### config.mk
export PLATFORM = sky130hd
export DESIGN_NAME = xio_regs
export DESIGN_NICKNAME = d
export VERILOG_FILES = /design/src/rtl/xio_regs.sv
export SDC_FILE = /design/constraint.sdc
export NUM_CORES = 1
export LEC_CHECK = 0
export ABC_CLOCK_PERIOD_IN_PS = 5800
export BUFFER_PORTS_ARGS = -buffer_cell sky130_fd_sc_hd__buf_2
export CORE_MARGIN = 4
export CORE_UTILIZATION = 38
export CTS_BUF_LIST = sky130_fd_sc_hd__clkbuf_8
export DETAILED_ROUTE_END_ITERATION = 8
export GPL_ROUTABILITY_DRIVEN = 0
export PLACE_DENSITY = 0.76
export RECOVER_POWER = 25
export SYNTH_ARGS = -nofsm -noshare
export SYNTH_HDL_FRONTEND = slang
export SYNTH_SLANG_ARGS = --single-unit
### constraint.sdc
create_clock -name clk -period 5.8 [get_ports clk]
set_clock_uncertainty 0.15 [all_clocks]
set_input_delay 0.87 -clock clk [delete_from_list [all_inputs] [get_ports clk]]
set_output_delay 0.87 -clock clk [all_outputs]
set_load 0.05 [all_outputs]
### src/rtl/xio_regs.sv
module xio_regs #(
  parameter int DW = 8,
  parameter int CW = 32,
  parameter logic [15:0] ADC_ADDR = 16'hFC70,
  parameter logic [15:0] OUT_ADDR = 16'hFC71,
  parameter logic [15:0] IN_ADDR  = 16'hFC72,
  parameter logic [11:0] BANK_PAGE = 12'hFC0
) (
  input  logic          clk,
  input  logic          rst_n,
  input  logic [15:0]   bus_addr,
  input  logic [DW-1:0] bus_wdata,
  input  logic          bus_we,
  output logic [DW-1:0] bus_rdata,
  output logic          bus_hit,
  input  logic          ack_in,
  input  logic [1:0]    fire_n,
  output logic [DW-1:0] spi_out,
  input  logic [DW-1:0] host_res,
  input  logic          host_res_valid,
  input  logic          host_ack,
  output logic [CW-1:0] cmd_word,
  output logic          cmd_busy
);
  localparam int PEND = CW - 1;
  localparam int CONV = CW - 2;
  localparam int SWAP = CW - 3;

  logic [DW-1:0] res_q;
  logic          done_q;
  logic [1:0]    f1_q, f2_q;

  wire pending = cmd_word[PEND];
  wire wr_adc  = bus_we && bus_addr == ADC_ADDR;
  wire start   = wr_adc && bus_wdata[DW-1:2] == 1;
  wire wr_bank = bus_we && bus_addr[15:4] == BANK_PAGE && bus_addr[2];
  wire req     = start || wr_bank;
  wire accept  = req && !pending;

  always_ff @(posedge clk) begin
    if (!rst_n) begin
      cmd_word <= '0;
      cmd_busy <= 1'b0;
    end else begin
      if (accept) begin
        cmd_word <= '0;
        cmd_word[PEND] <= 1'b1;
        if (wr_bank) begin
          cmd_word[SWAP] <= 1'b1;
          cmd_word[11:8] <= bus_addr[3:0];
          cmd_word[7:0]  <= bus_wdata;
        end else begin
          cmd_word[CONV] <= 1'b1;
          cmd_word[1:0]  <= bus_wdata[1:0];
        end
      end else if (host_ack) begin
        cmd_word[PEND] <= 1'b0;
      end
      if (host_ack) cmd_busy <= 1'b0;
      else if (req && pending) cmd_busy <= 1'b1;
    end
  end

  always_ff @(posedge clk) begin
    if (!rst_n) begin
      res_q   <= '0;
      done_q  <= 1'b0;
      spi_out <= '0;
      f1_q    <= 2'b11;
      f2_q    <= 2'b11;
    end else begin
      f1_q <= fire_n;
      f2_q <= f1_q;
      if (host_res_valid) res_q <= host_res;
      if (start && !pending) done_q <= 1'b0;
      else if (host_res_valid) done_q <= 1'b1;
      if (bus_we && bus_addr == OUT_ADDR) spi_out <= bus_wdata;
    end
  end

  always_comb begin
    bus_hit = 1'b1;
    case (bus_addr)
      ADC_ADDR: bus_rdata = res_q;
      OUT_ADDR: bus_rdata = spi_out;
      IN_ADDR:  bus_rdata = {ack_in, done_q, ~f2_q[1], ~f2_q[0], 4'b0000};
      default: begin
        bus_rdata = '0;
        bus_hit   = 1'b0;
      end
    endcase
  end

  a_r2_start_clears_done: assert property (@(posedge clk) disable iff (!rst_n)
    (start && !pending) |=> (!done_q && cmd_word[PEND] && cmd_word[CONV]));
  a_r3_bad_code_ignored: assert property (@(posedge clk) disable iff (!rst_n)
    (wr_adc && !start && !host_ack && !host_res_valid) |=> ($stable(cmd_word) && $stable(done_q)));
  a_r4_result_sets_done: assert property (@(posedge clk) disable iff (!rst_n)
    (host_res_valid && !(start && !pending)) |=> (done_q && res_q == $past(host_res)));
  a_r8_held_off: assert property (@(posedge clk) disable iff (!rst_n)
    (req && pending) |=> ($stable(cmd_word[CW-2:0]) && (cmd_busy || $past(host_ack))));
  a_r9_ack_clears: assert property (@(posedge clk) disable iff (!rst_n)
    (host_ack && !accept) |=> (!cmd_word[PEND] && !cmd_busy));
  a_r7_swap_kind: assert property (@(posedge clk) disable iff (!rst_n)
    (wr_bank && !pending) |=> (cmd_word[SWAP] && !cmd_word[CONV]));
endmodule

==> impl_results.md, run 1 <==
* Max cap viols at 0
* Initial Util at 39.1%
* Start point of the worst hold path: f1_q[0]
* Average via count per standard cell at 4.92
* I/O Buffers at 72
* Syn-to-layout area delta at 21.7%
* Die extent in y at 77.7 um
* HP Class: flop to flop
* Largest fanout on the critical path at 13
* Worst EP required at 4.78 ns
* Post-layout nets at 322
* Synth Cell Area at 1850 um2
* Max IR drop VDD at 116 uV
* Skew-Pair Late Insertion Delay at 0.29 ns
* Fmax at 0.238 GHz
* RSZ-0062 raised after global routing: no
* Final WL at 4.66 mm
* Worst-path clk slew at 0.07 ns
* Crit path from: bus_addr[7]
* Placed Cells at 342
* Ys Warns at 0
* CTS root buffer: clkbuf_8
* Crit path time final at 4.20 ns
* Leak at 0.999 nW
* CTS Sinks at 36
* Initial antenna violation count at 0
* Post-synth EDFFs at 0
* IO Count at 90
* Clock tree buffer depth at 2
* Placeable Area at 4720 um2
* GR Util All Layers at 15.7%
* Asr flop ratio synth at 0%
* Syn_area_per_cell at 8.54 um2
* Part of the cycle the worst path needs at 72.5%
* DPL Wire Length at 3.57 mm
* Post-CTS Resized at 0
* Rel. slew slack at 37.7%
* Outcome: complete, no violations
* Post-synthesis sequential area ratio at 39.1%
* Std-Cell Rows at 25
* CP Launch Type: input pin
* Post-layout power at 0.507 mW
* Setup TNS at 0 ns
* Number of CTS-inserted buffers at 5
* WHS at 0.261 ns
* Htree depth at 2
* Iter 0 DRT Violations at 130
* Pin count of the biggest net entering global routing at 24
* Final Setup Violations at 0
* Die width at 77.7 um
* Kind of critical path: input pin to output port
* CP Capture Type: output port
* CTS tree: built
* Arrival time of the worst setup path at 3.18 ns
* ANT nets after route at 0
* Synthesized flop and latch total at 36
* Remaining DRCs at 0
* Hold-fix buffers at CTS at 0
* Pins Over Slew Limit at 0
* Finished Layout Cells at 350
* Post-Syn Instances at 216
* PwrDens at 226 nW/um2
* Synth Flop Type: dfxtp_1
* Die area at 6040 um2
* Ant. Diodes at 0
* Worst Tran Pin Value at 0.934 ns
* Global-route wire length before repair at 7.60 mm
* Share of cells above drive strength 1 at 25.8%
* Synth unique cells at 39
* Total number of vias at 1722
* Crit Reg-Reg Startpoint: cmd_word[31]
* Fin. Hold Viols at 0
* Post-CTS Setup Bufs at 0
* Overflow after GRT at 0
* DRT Pass-1 Iters at 4
* Vias in the first global route at 1620
* Detailed-route wire length per cell at 13.3 um
## layout by cell type (no fill, tap or decap), types with 3 or more instances in the layout
master     n
buf_2     58
dfxtp_1   36
nor2_1    18
conb_1    17
a21oi_1   15
mux2i_1   14
clkbuf_1  14
nand2_1   13
inv_1     12
or3_1     10
nand3_1   10
o221ai_1   9
o21ai_0    8
clkbuf_8   6
nor3_2     4
nand3b_1   4
nand2b_1   4
o31ai_1    3
## logic make-up after synthesis
family,Yosys count,share of synthesized area (%)
AO/OA/AOI/OAI,42,14.8
buffers and inverters,42,12.6
flip-flops,36,39.1
multiplexers,14,7.59
other,1,0.203
AND/OR/NAND/NOR,81,25.7
## final cells by class
cell class,instances,area (um2)
Clock inverter,2,11.3
Multi-Input combinational cell,154,952
Timing Repair Buffer,73,350
Clock buffer,6,82.6
Fill cell,488,2480
Tap cell,67,83.8
Sequential cell,36,721
Inverter,12,45.0
## state kept, by name, summed over array words and instances, names as in the netlist
| name | cells |
|---|---|
| done_q | 1 |
| cmd_busy | 1 |
| cmd_word | 14 |
| spi_out | 8 |
| f1_q | 2 |
| f2_q | 2 |
| res_q | 8 |
## Yosys cell counts (4+ instances only)
cell	instances	share of area [%]
o221ai_1	9	4.3
mux2i_1	14	7.6
o21ai_0	8	2.2
nand2b_1	4	1.4
nand3_1	10	2.7
a21oi_1	15	4.1
or3_1	10	3.4
inv_1	11	2.2
clkbuf_1	9	1.8
dfxtp_1	36	39
nand3b_1	4	1.6
nor2_1	18	3.7
nand2_1	13	2.6
buf_4	18	7.3
nor3_2	4	2.2
## routing by layer
layer | routed length (um) | global-route usage (%) | share of wire (%)
met5 | 0 | 0 | 0
met2 | 2070 | 25.0 | 45
met1 | 2140 | 19.6 | 46
met4 | 81 | 6.94 | 1.7
met3 | 363 | 4.64 | 7.8
## through the flow
stage	instance area (um2)	setup slack [ns]	utilization, %
after floorplan	1910	1.70	-
after CTS	2260	1.60	47.9
final	2250	1.60	47.5
after detailed placement	2170	1.60	45.9
after global routing	2250	1.51	47.5
after global placement	2170	1.66	45.9
## final timing paths
kind | end | slack [ns] | depth (start not counted)
setup reg to reg | cmd_word[2] | 3.98 | 5
setup / recovery | bus_rdata[1] | 1.60 | 6
hold / removal | f2_q[0] | 0.26 | 1
hold reg to reg | f2_q[0] | 0.26 | 1
## critical path, stage by stage
cell and delay, ns:
buf_2 0.10, or4b_4 0.55, or3_1 0.54, or3b_1 0.62
nor3_2 0.22, buf_2 0.29
## power by group
part | switching [mW] | internal (mW) | total [mW] | leakage, nW
Combinational | 0.0485 | 0.0191 | 0.0676 | 0.657
Clock | 0.0904 | 0.0947 | 0.185 | 0.0486
Sequential | 0.00211 | 0.252 | 0.254 | 0.293
Total | 0.141 | 0.366 | 0.507 | 0.999
Power figures use the tool's default switching activity.
==> inputs of run 2 (changes only) <==
- ABC_CLOCK_PERIOD_IN_PS: 5800 -> 3380
- PLACE_DENSITY: 0.76 -> 0.79
- clock period: 5.8 -> 3.38 ns (I/O delays scaled with it)
==> impl_results.md, run 2 (synthesis results as in run 1) <==
* Kind of critical path: input pin to output port
* CTS Sinks at 36 (unchanged)
* CP max-delay cell: or3b_1
* Iter 0 DRT Violations at 153 (+18%)
* Crit path time final at 3.25 ns
* Share of cells above drive strength 1 at 29.1% (+3.3 points)
* CTS tree: built
* Post-layout nets at 324 (+0.62%)
* DPL Wire Length at 3.65 mm (+2.2%)
* Final Setup Violations at 0 (unchanged)
* CP max stage delay at 0.56 ns (-0.06 ns)
* Overflow after GRT at 0 (unchanged)
* Max IR drop VDD at 271 uV (+130%)
* Pins Over Slew Limit at 0 (unchanged)
* Initial Util at 39.1% (unchanged)
* Post-CTS Setup Bufs at 0 (unchanged)
* Post-layout power at 0.866 mW (+71%)
* Crit-path cells: buf_2 -> or4b_4 -> or3_1 -> or3b_1 -> nor3_2 -> buf_2
* Top reg by flops: cmd_word
* Die area at 6040 um2 (unchanged)
* Ant. Diodes at 0 (unchanged)
* Fill cell total of the finished layout at 479 (-1.8%)
* Max reg flops at 14 (unchanged)
* Clock tree buffer depth at 2 (unchanged)
* Leak at 1.04 nW (+4.3%)
* Worst EP required at 2.72 ns (-2.06 ns)
* Remaining DRCs at 0 (unchanged)
* Worst-path clk slew at 0.06 ns (about the same)
* Skew-Pair Late Insertion Delay at 0.28 ns (about the same)
* Metal-1 WL at 1.99 mm (-6.8%)
* Average via count per standard cell at 4.96 (+0.88%)
* Die extent in y at 77.7 um (unchanged)
* Outcome: complete, no violations
* GR Util All Layers at 15.9% (+0.17 points)
* DRT Pass-1 Iters at 4 (unchanged)
* Final WL at 4.75 mm (+1.9%)
* Vias in the first global route at 1660 (+2.5%)
* Fmax at 0.308 GHz
* Detailed-route wire length per cell at 13.5 um (+1.4%)
* Max cap viols at 0 (unchanged)
* Die width at 77.7 um (unchanged)
* ANT nets after route at 0 (unchanged)
* IO Count at 90 (unchanged)
* Initial antenna violation count at 0 (unchanged)
* PwrDens at 382 nW/um2 (+69%)
* HP Class: input pin to flop
* Top routing layer in use: met4
* RSZ-0062 raised after global routing: no
* Pin count of the biggest net entering global routing at 23 (-4.2%)
* CP Capture Type: output port
* Hold-fix buffers at CTS at 0 (unchanged)
* Syn-to-layout area delta at 22.8%
* Routed length on met2 at 2.24 mm (+8.1%)
* Most frequent cells in the layout: 66 x buf_2, 36 x dfxtp_1, 18 x nor2_1
* Area occupied by multi-input gates at 952 um2 (unchanged)
* FF+latch area at 721 um2 (unchanged)
* Post-CTS Resized at 0 (unchanged)
* Largest fanout on the critical path at 9 (-4)
* Worst Tran Pin Value at 0.902 ns (-0.0319 ns)
* CP Launch Type: input pin
* Largest registers: cmd_word: 14 flops, res_q: 8 flops, spi_out: 8 flops
* Finished Cell Area at 2270 um2 (+0.89%)
* Fin. Hold Viols at 0 (unchanged)
* Number of CTS-inserted buffers at 5 (unchanged)
* Most common cell after layout, fill and taps aside: buf_2
* Part of the cycle the worst path needs at 96.1%
* Setup TNS at 0 ns (unchanged)
* Placeable Area at 4720 um2 (unchanged)
* I/O Buffers at 72 (unchanged)
* Met3 WL at 445 um (+23%)
* Post-DP Area at 2180 um2 (+0.69%)
* Delay-heaviest family, CP: simple AND/OR/NAND/NOR gates
* Std-Cell Rows at 25 (unchanged)
* Arrival time of the worst setup path at 2.59 ns (-0.59 ns)
* Global-route wire length before repair at 7.77 mm (+2.3%)
* Rel. slew slack at 39.9% (+2.1 points)
* Worst path most repeated cell: buf_2
* Buf/Inv on CP at 2 (unchanged)
* Htree depth at 2 (unchanged)
* CTS root buffer: clkbuf_8
* Total number of vias at 1747 (+1.5%)
## run 2: changes by cell type in the layout (fill, tap and decap cells not counted), sizes merged
| cell | previous run | this run |
|---|---|---|
| buf | 59 | 68 |
| clkbuf | 20 | 13 |
| clkinv | 1 | 3 |
| clkinvlp | 1 | 0 |
| inv | 12 | 11 |
## run 2: final timing paths
check        slack [ns]            to  cells after the start         start
min                0.25       f1_q[1]                      2     fire_n[1]
max                0.13  bus_rdata[1]                      6   bus_addr[7]
min reg2reg        0.26       f2_q[1]                      1       f1_q[1]
max reg2reg        1.56   cmd_word[8]                      5  cmd_word[31]
## run 2: where the power goes
| group | internal, mW | switching (mW) | leakage (nW) |
|---|---|---|---|
| logic | 0.0332 | 0.0844 | 0.698 |
| registers | 0.433 | 0.00381 | 0.293 |
| clock network | 0.162 | 0.149 | 0.0510 |
## run 2: stage by stage
stage / hold slack, ns / util [%] / instances / setup slack [ns]
floorplan: 0.236 / - / 232 / 0.00327
global placement: 0.246 / 46.3 / 344 / 0.144
detailed placement: 0.249 / 46.3 / 344 / 0.109
CTS: 0.247 / 48.2 / 352 / 0.109
global route: 0.253 / 48.0 / 352 / 0.0257
finish: 0.255 / 48.0 / 352 / 0.133
## run 2: cell type report
cell class | instances | area share [%]
multi-input combinational | 154 | 42.0
sequential | 36 | 31.8
timing repair buffer | 75 | 16.4
tap | 67 | 3.70
clock buffer | 6 | 3.64
inverter | 12 | 1.99
clock inverter | 2 | 0.442
## run 2: layer usage
layer,GRT usage [%],vias to the layer above
li1,-,871
met1,19.9,792
met2,25.9,77
met3,5.57,7
met4,4.09,0
met5,0,-
